--- config.mk ---
export PLATFORM = sky130hd
export DESIGN_NAME = flashif_top
export DESIGN_NICKNAME = d
export VERILOG_FILES = /design/src/rtl/flashif_pkg.sv /design/src/rtl/flashif_keyseq.sv /design/src/rtl/flashif_status.sv /design/src/rtl/flashif_top.sv
export SDC_FILE = /design/constraint.sdc
export NUM_CORES = 1
export LEC_CHECK = 0
export BUFFER_PORTS_ARGS = -buffer_cell sky130_fd_sc_hd__buf_2
export CAP_MARGIN = 20
export CORE_MARGIN = 5
export CORE_UTILIZATION = 52
export DETAILED_ROUTE_END_ITERATION = 16
export PLACE_DENSITY = 0.86
export SLEW_MARGIN = 0
export SYNTH_ARGS = -nofsm -noshare
export SYNTH_HDL_FRONTEND = slang
export SYNTH_SLANG_ARGS = --single-unit
--- constraint.sdc ---
create_clock -name clk -period 4.89 [get_ports clk]
set_clock_uncertainty 0.15 [all_clocks]
set_input_delay 0.489 -clock clk [delete_from_list [all_inputs] [get_ports clk]]
set_output_delay 0.489 -clock clk [all_outputs]
set_load 0.005 [all_outputs]
--- src/rtl/flashif_pkg.sv ---
`timescale 1ns/1ps
package flashif_pkg;

  localparam int DATA_W  = 32;
  localparam int NUM_EVT = 6;

  localparam int OFS_KEY    = 'h04;
  localparam int OFS_OPTKEY = 'h08;
  localparam int OFS_CTRL   = 'h0C;
  localparam int OFS_STAT   = 'h10;
  localparam int OFS_CLR    = 'h14;
  localparam int OFS_OPTCTL = 'h18;

  localparam logic [DATA_W-1:0] CTRL_KEY_A = 32'h4567_0123;
  localparam logic [DATA_W-1:0] CTRL_KEY_B = 32'hCDEF_89AB;
  localparam logic [DATA_W-1:0] OPT_KEY_A  = 32'h0819_2A3B;
  localparam logic [DATA_W-1:0] OPT_KEY_B  = 32'h4C5D_6E7F;

  typedef enum logic [1:0] {
    KS_IDLE  = 2'd0,
    KS_FIRST = 2'd1,
    KS_OPEN  = 2'd2,
    KS_JAM   = 2'd3
  } key_state_e;

  // status bit position of each engine event
  function automatic int evt_bit(input int idx);
    case (idx)
      0:       return 16;
      1:       return 17;
      2:       return 18;
      3:       return 19;
      4:       return 21;
      default: return 22;
    endcase
  endfunction

  function automatic logic [DATA_W-1:0] impl_mask();
    logic [DATA_W-1:0] m;
    m = '0;
    for (int i = 0; i < NUM_EVT; i++) m[evt_bit(i)] = 1'b1;
    return m;
  endfunction

endpackage

--- src/rtl/flashif_keyseq.sv ---
`timescale 1ns/1ps
module flashif_keyseq
  import flashif_pkg::*;
#(
  parameter logic [DATA_W-1:0] KEY_A = 32'h0,
  parameter logic [DATA_W-1:0] KEY_B = 32'h1
) (
  input  logic              clk,
  input  logic              rst_n,
  input  logic              key_we,
  input  logic [DATA_W-1:0] key_data,
  input  logic              relock,
  output logic              locked_o
);

  key_state_e st_q, st_d;

  always_comb begin
    st_d = st_q;
    case (st_q)
      KS_IDLE:  if (key_we) st_d = (key_data == KEY_A) ? KS_FIRST : KS_JAM;
      KS_FIRST: if (key_we) st_d = (key_data == KEY_B) ? KS_OPEN  : KS_JAM;
      KS_OPEN:  if (relock) st_d = KS_IDLE;
      default:  st_d = KS_JAM;
    endcase
  end

  always_ff @(posedge clk or negedge rst_n) begin
    if (!rst_n) st_q <= KS_IDLE;
    else        st_q <= st_d;
  end

  assign locked_o = (st_q != KS_OPEN);

  AST_JAM_STICKY: assert property (@(posedge clk) disable iff (!rst_n)
    (st_q == KS_JAM) |=> (st_q == KS_JAM));
  AST_OPEN_NEEDS_PAIR: assert property (@(posedge clk) disable iff (!rst_n)
    $fell(locked_o) |-> $past(key_we && key_data == KEY_B));
  AST_OPEN_KEEPS: assert property (@(posedge clk) disable iff (!rst_n)
    (!locked_o && !relock) |=> !locked_o);

endmodule

--- src/rtl/flashif_status.sv ---
`timescale 1ns/1ps
module flashif_status
  import flashif_pkg::*;
(
  input  logic               clk,
  input  logic               rst_n,
  input  logic [NUM_EVT-1:0] evt_i,
  input  logic               clr_en,
  input  logic [DATA_W-1:0]  clr_mask,
  output logic [DATA_W-1:0]  stat_o
);

  localparam logic [DATA_W-1:0] IMPL = impl_mask();

  logic [DATA_W-1:0] onehot [NUM_EVT];
  logic [DATA_W-1:0] set_vec, stat_q, stat_d;
  logic              stat_en;

  for (genvar g = 0; g < NUM_EVT; g++) begin : g_evt
    assign onehot[g] = evt_i[g] ? (DATA_W'(1) << evt_bit(g)) : '0;
  end

  always_comb begin
    set_vec = '0;
    for (int i = 0; i < NUM_EVT; i++) set_vec = set_vec | onehot[i];
  end

  always_comb begin
    stat_en = clr_en | (|evt_i);
    stat_d  = ((stat_q & ~(clr_en ? clr_mask : '0)) | set_vec) & IMPL;
  end

  always_ff @(posedge clk or negedge rst_n) begin
    if (!rst_n)       stat_q <= '0;
    else if (stat_en) stat_q <= stat_d;
  end

  assign stat_o = stat_q;

  AST_EVT_WINS: assert property (@(posedge clk) disable iff (!rst_n)
    (|evt_i) |=> ((stat_q & $past(set_vec)) == $past(set_vec)));
  AST_CLR_TAKES: assert property (@(posedge clk) disable iff (!rst_n)
    (clr_en && !(|evt_i)) |=> ((stat_q & $past(clr_mask)) == '0));
  AST_UNUSED_ZERO: assert property (@(posedge clk) disable iff (!rst_n)
    ((stat_q & ~IMPL) == '0));

endmodule

--- src/rtl/flashif_top.sv ---
`timescale 1ns/1ps
module flashif_top
  import flashif_pkg::*;
#(
  parameter int ADDR_W = 8
) (
  input  logic               clk,
  input  logic               rst_n,
  input  logic               bus_we,
  input  logic [ADDR_W-1:0]  bus_addr,
  input  logic [DATA_W-1:0]  bus_wdata,
  output logic [DATA_W-1:0]  bus_rdata,
  input  logic [NUM_EVT-1:0] evt_i,
  output logic [DATA_W-1:0]  ctrl_o,
  output logic [DATA_W-1:0]  optctl_o
);

  // reset: asserted asynchronously, released on the clock
  logic rst_s1, rst_sn;
  always_ff @(posedge clk or negedge rst_n) begin
    if (!rst_n) begin
      rst_s1 <= 1'b0;
      rst_sn <= 1'b0;
    end else begin
      rst_s1 <= 1'b1;
      rst_sn <= rst_s1;
    end
  end

  logic sel_key, sel_optkey, sel_ctrl, sel_clr, sel_optctl;
  assign sel_key    = (bus_addr == ADDR_W'(OFS_KEY));
  assign sel_optkey = (bus_addr == ADDR_W'(OFS_OPTKEY));
  assign sel_ctrl   = (bus_addr == ADDR_W'(OFS_CTRL));
  assign sel_clr    = (bus_addr == ADDR_W'(OFS_CLR));
  assign sel_optctl = (bus_addr == ADDR_W'(OFS_OPTCTL));

  logic ctrl_locked, opt_locked;
  logic ctrl_wen, opt_wen;
  logic [DATA_W-1:1] ctrl_bits_q, ctrl_bits_d, opt_bits_q, opt_bits_d;
  logic [DATA_W-1:0] stat;

  assign ctrl_wen = bus_we & sel_ctrl   & ~ctrl_locked;
  assign opt_wen  = bus_we & sel_optctl & ~opt_locked;

  flashif_keyseq #(.KEY_A(CTRL_KEY_A), .KEY_B(CTRL_KEY_B)) u_ctrl_keys (
    .clk      (clk),
    .rst_n    (rst_sn),
    .key_we   (bus_we & sel_key),
    .key_data (bus_wdata),
    .relock   (ctrl_wen & bus_wdata[0]),
    .locked_o (ctrl_locked)
  );

  flashif_keyseq #(.KEY_A(OPT_KEY_A), .KEY_B(OPT_KEY_B)) u_opt_keys (
    .clk      (clk),
    .rst_n    (rst_sn),
    .key_we   (bus_we & sel_optkey),
    .key_data (bus_wdata),
    .relock   (opt_wen & bus_wdata[0]),
    .locked_o (opt_locked)
  );

  flashif_status u_status (
    .clk      (clk),
    .rst_n    (rst_sn),
    .evt_i    (evt_i),
    .clr_en   (bus_we & sel_clr),
    .clr_mask (bus_wdata),
    .stat_o   (stat)
  );

  always_comb begin
    ctrl_bits_d = ctrl_wen ? bus_wdata[DATA_W-1:1] : ctrl_bits_q;
    opt_bits_d  = opt_wen  ? bus_wdata[DATA_W-1:1] : opt_bits_q;
  end

  always_ff @(posedge clk or negedge rst_sn) begin
    if (!rst_sn) begin
      ctrl_bits_q <= '0;
      opt_bits_q  <= '0;
    end else begin
      if (ctrl_wen) ctrl_bits_q <= ctrl_bits_d;
      if (opt_wen)  opt_bits_q  <= opt_bits_d;
    end
  end

  assign ctrl_o   = {ctrl_bits_q, ctrl_locked};
  assign optctl_o = {opt_bits_q, opt_locked};

  always_comb begin
    case (bus_addr)
      ADDR_W'(OFS_CTRL):   bus_rdata = ctrl_o;
      ADDR_W'(OFS_STAT):   bus_rdata = stat;
      ADDR_W'(OFS_OPTCTL): bus_rdata = optctl_o;
      default:             bus_rdata = '0;
    endcase
  end

  AST_LOCKED_HOLD: assert property (@(posedge clk) disable iff (!rst_sn)
    ctrl_locked |=> $stable(ctrl_bits_q));
  AST_OPT_LOCKED_HOLD: assert property (@(posedge clk) disable iff (!rst_sn)
    opt_locked |=> $stable(opt_bits_q));
  AST_RELOCK: assert property (@(posedge clk) disable iff (!rst_sn)
    (!ctrl_locked && bus_we && sel_ctrl && bus_wdata[0]) |=> ctrl_o[0]);

endmodule

; ---- After elaboration in Yosys (flattened, before gate mapping)
; Cells that the tools add are included.
[classes]
n_eq_ne = 22
muxes = 20
bitwise = 20
reduce_logical = 5
[ops]
columns = cell, count
row1 = 23-bit bitwise OR, 6
row2 = 32-bit one-hot mux with 3 select lines, 1
row3 = 32-bit by 31-bit == test with 1-bit output (second input constant), 2
row4 = 23-bit two-way mux, 2
row5 = 32-bit by 28-bit == test with 1-bit output (second input constant), 1
row6 = 32-bit == test (second input constant), 1
row7 = 8-bit by 5-bit == test with 1-bit output (second input constant), 3
row8 = 23-bit AND, 1
row9 = 23-bit inverter, 1
row10 = 22-bit two-way mux, 1
row11 = 20-bit two-way mux, 1
row12 = 19-bit two-way mux, 1
row13 = 18-bit two-way mux, 1
row14 = 17-bit two-way mux, 1
row15 = 8-bit by 4-bit == test with 1-bit output (second input constant), 2
row16 = 2-bit two-way mux, 8
row17 = 2-bit by 1-bit != test with 1-bit output (second input constant), 6
row18 = 2-bit one-hot mux with 3 select lines, 2
row19 = 1-bit AND, 9
row20 = 8-bit by 3-bit == test with 1-bit output (second input constant), 1
row21 = 3-bit AND reduction, 2
row22 = 6-bit OR reduction, 1
row23 = 2-bit by 1-bit == test with 1-bit output (second input constant), 2
row24 = 2-bit == test (second input constant), 2
row25 = 5 further kinds, 9
[totals]
reg_bits = 74
inputBits = 49
out_inout_bits = 96
elab_cells = 74

; ---- Depth between registers and ports, before layout
[depth]
ltp_word = 7
mapped_depth = 6
mapped_depth_nobuf = 4

; ---- By module
; Synthesis repeated with hierarchy kept, for this count alone.
[hier_totals]
cells_unflattened = 364
area_unflattened_um2 = 4260.3
[by_module_without_submodules]
columns = module, instances, cells_each, area_per_inst_um2, seq_area_each_um2
row1 = flashif_top, 1, 270, 3433.3, 1601.5
row2 = flashif_status, 1, 45, 416.6, 150.1
row3 = flashif_keyseq (u_ctrl_keys), 1, 25, 216.5, 50.0
row4 = flashif_keyseq (u_opt_keys), 1, 24, 193.9, 50.0

; ---- Worst setup path after synthesis
; No wires, ideal clock.
[synth_path]
path_kind = input port to output port
from = in bus_addr[7]
to = out bus_rdata[16]
t_arrival_ps = 1692
t_required_ps = 4251
setup_slack_ps = 2559
stages = 4
path_buffers = 0
cell_sequence = or4b_4 -> nor3_1 -> a22oi_1 -> nand2_1
[synth_between]
elab_chain_len = 2
[synth_lines]
columns = item, line_no
row1 = start: declaration, flashif_top.sv:10  ; input logic [ADDR_W-1:0] bus_addr,
row2 = 8-bit by 5-bit == test with 1-bit output or 8-bit by 4-bit == test with 1-bit output (tied branches), flashif_top.sv:91  ; case (bus_addr)
row3 = 32-bit one-hot mux with 3 select lines (*), flashif_top.sv:91
row4 = end: declaration, flashif_top.sv:12  ; output logic [DATA_W-1:0] bus_rdata,
; Mark *: on every way between the ends. The rest lies on a longest branch, timed or not.

; ---- Worst setup path in the final report
[layout_path]
from = in bus_addr[7]
to = out bus_rdata[19]
; The elaborated chain is that of the path after synthesis.

==> out/qor.txt <==
Initial antenna violation count - 0
Top FF cell, synth - dfrtp_1
Most common cell in the synthesized netlist - dfrtp_1
TritonCTS Buffers - 9
Max Buffers Root-to-Sink - 2
Final non-filler cell total - 498
Clock sinks - 74
First-pass GRT wire length - 14.6 mm
Synth cell types - 36
Post-synthesis sequential area ratio - 0.530
Register bit count reported by yosys - 74
Layout cell share with drive strength beyond 1 - 0.539
Post-synth EDFFs - 0
Worst hold slack - 0.174 ns
Top delay family on crit path - simple AND/OR/NAND/NOR gates
GRT Util Overall - 0.216
RR Endpoint - opt_bits_q[11]
Wirelength per Cell - 18.4 um
Area leader, netlist - dfrtp_1
Worst vdd ir - 0.175 mV
Hold Crit Class - in2reg
RSZ-0062 raised after global routing - no
Synthesized area - 0.00349 sq mm
Slowest Stage Delay on Critical Path - 0.70 ns
CTS tree - yes
Num rows - 29
CP Launch Type - primary input
Final setup fails - 0
Rel. slew slack - 0.390
Worst endpoint required time - 4.25 ns
# diodes - 0
Tmin final - 2.93 ns
Via Count - 2850
Cell at the slowest stage of the critical path - nor3_1
Die Y - 91.9 um
Vias in the first global route - 2817
Port bufs - 144
Clk root buf - clkbuf_8
Total grt overflow - 0
Hold Path End - u_status.stat_o[19]
Antenna-violating nets left - 0
# fillers - 504
Synth async-reset ratio - 1.00
Commonest cells post-synth - dfrtp_1 (74), mux2_2 (60), a22o_1 (26)
Clock-pin slew on the worst setup and hold paths - 0.07 ns
FMAX - 0.342 GHz
Worst Tran Pin Value - 0.915 ns
Worst hold path startpoint - evt_i[3]
1st-iter DRT viols - 174
Syn Nets - 323
Hold Violations, Final - 0
Lkg Pwr - 2.46 nW
Hold depth - 2
Fin. max-slew vios - 0
Arrival @ worst endpoint - 2.29 ns
Worst setup path class - in2out
CP Max Fanout - 6
Share of the synthesized area in the top cell type - 0.530
YS warnings - 0
Largest net degree at the start of global routing - 73
Post-cts resize count - 0
IO Pins - 145
Vias per cell - 5.72
H-tree depth - 3
Worst reg2reg setup slack - 2.98 ns
Final wirelength - 9.15 mm
FF/Latch Area - 0.00186 sq mm
Worst path bufs/invs - 2
Die ar. - 0.00845 sq mm
Worst skew pair latency - 0.34 ns
Max-cap violation count - 0
Pwr/cell area - 267 mW/mm^2
PnR worst setup slack - 1.96 ns
Most common cell on crit path - buf_2
Initial DRT Pass Iterations - 4
Multi-input logic area - 0.00154 sq mm
Crit. End Element - primary output
Mapped Cells - 274
Final Total Pwr - 1.20 mW
Gpl congestion - 0.892
DP Cell Count - 482
Die width - 91.9 um
Fin nets - 466
Initial Util - 0.544
Worst reg2reg path depth - 4
Setup TNS - 0 ns
Core area - 0.00642 sq mm
Most area-consuming cells after synthesis - dfrtp_1 (53%), mux2_2 (19%), a22o_1 (6.5%), nand2_1 (2.6%), a21o_1 (1.9%)
CP Cell Sequence - buf_2 -> or4b_4 -> nor3_1 -> a22oi_1 -> nand2_1 -> buf_2
Post-DP HPWL - 6.88 mm
Worst r2r src - u_opt_keys.st_q[0]
DRC viols - 0
Post-place setup slack - 2.02 ns
P&R area growth vs syn - 28.9%
Status - completed
Syn avg cell area - 12.7 sq um
Final Cycle Share - 0.598
[placed cells by master (no fill, tap or decap), drive strengths merged, types with 5 or more instances in the layout]
cell type    n
a21o         9
a22o        26
a22oi        6
buf        147
clkbuf      13
dfrtp       74
mux2        62
nand2       24
nand4        5
nor3         9
nor4         7
or4bb        5
[worst max path at each step]
| stage | startpoint | endpoint | slack [ns] | cells past startpoint |
|---|---|---|---|---|
| after floorplan | rst_sn | ctrl_bits_q[10] | 2.53 | 0 |
| after global placement | bus_addr[1] | bus_rdata[12] | 1.73 | 5 |
| after detailed placement | bus_addr[7] | bus_rdata[19] | 2.02 | 6 |
| after CTS | bus_addr[1] | bus_rdata[26] | 2.00 | 6 |
| after global routing | bus_addr[7] | bus_rdata[21] | 1.86 | 6 |
| final | bus_addr[7] | bus_rdata[19] | 1.96 | 6 |
[through the flow]
step | utilization | area, sq um
finish | 0.701 | 4500
floorplan | - | 3490
detailed placement | 0.665 | 4270
global placement | 0.658 | 4230
global route | 0.701 | 4500
CTS | 0.701 | 4500
[where the power goes]
group / leakage (nW) / internal (mW) / switching [mW]
logic: 1.37 / 0.0212 / 0.0272
registers: 0.981 / 0.614 / 0.0121
clock network: 0.110 / 0.313 / 0.214
[final cells by class]
type,instances,area share
Clock inverter,2,0.0133
Multi-Input combinational cell,181,0.341
Clock buffer,13,0.0353
Sequential cell,74,0.412
Inverter,3,0.00250
Timing Repair Buffer,148,0.174
Tap cell,77,0.0214
[logic make-up after synthesis]
logic type             share of synthesized area
buffers and inverters                     0.0312
other                                    0.00107
multiplexers                               0.200
AO/OA/AOI/OAI                              0.114
flip-flops                                 0.530
AND/OR/NAND/NOR                            0.123
[layer usage]
metal | global-route usage | share of wire | vias up
li1 | - | - | 1326
met4 | 0.0755 | 0.010 | 0
met1 | 0.284 | 0.44 | 1401
met5 | 0 | 0 | -
met3 | 0.0589 | 0.077 | 11
met2 | 0.345 | 0.48 | 112
[repair_timing]
item / 4_1_cts / 5_1_grt
hold endpoints to repair: 2 / 0
hold buffers: 1 / 0
setup buffers: 0 / 0
[state kept, by name, summed over array words and instances (netlist names)]
| name | flops |
|---|---|
| ctrl_bits_q | 31 |
| opt_bits_q | 31 |
| u_status.stat_o | 6 |
| u_ctrl_keys.st_q | 2 |
| u_opt_keys.st_q | 2 |
| rst_s1 | 1 |
| rst_sn | 1 |
No activity file was read; power rests on OpenSTA's default activity.
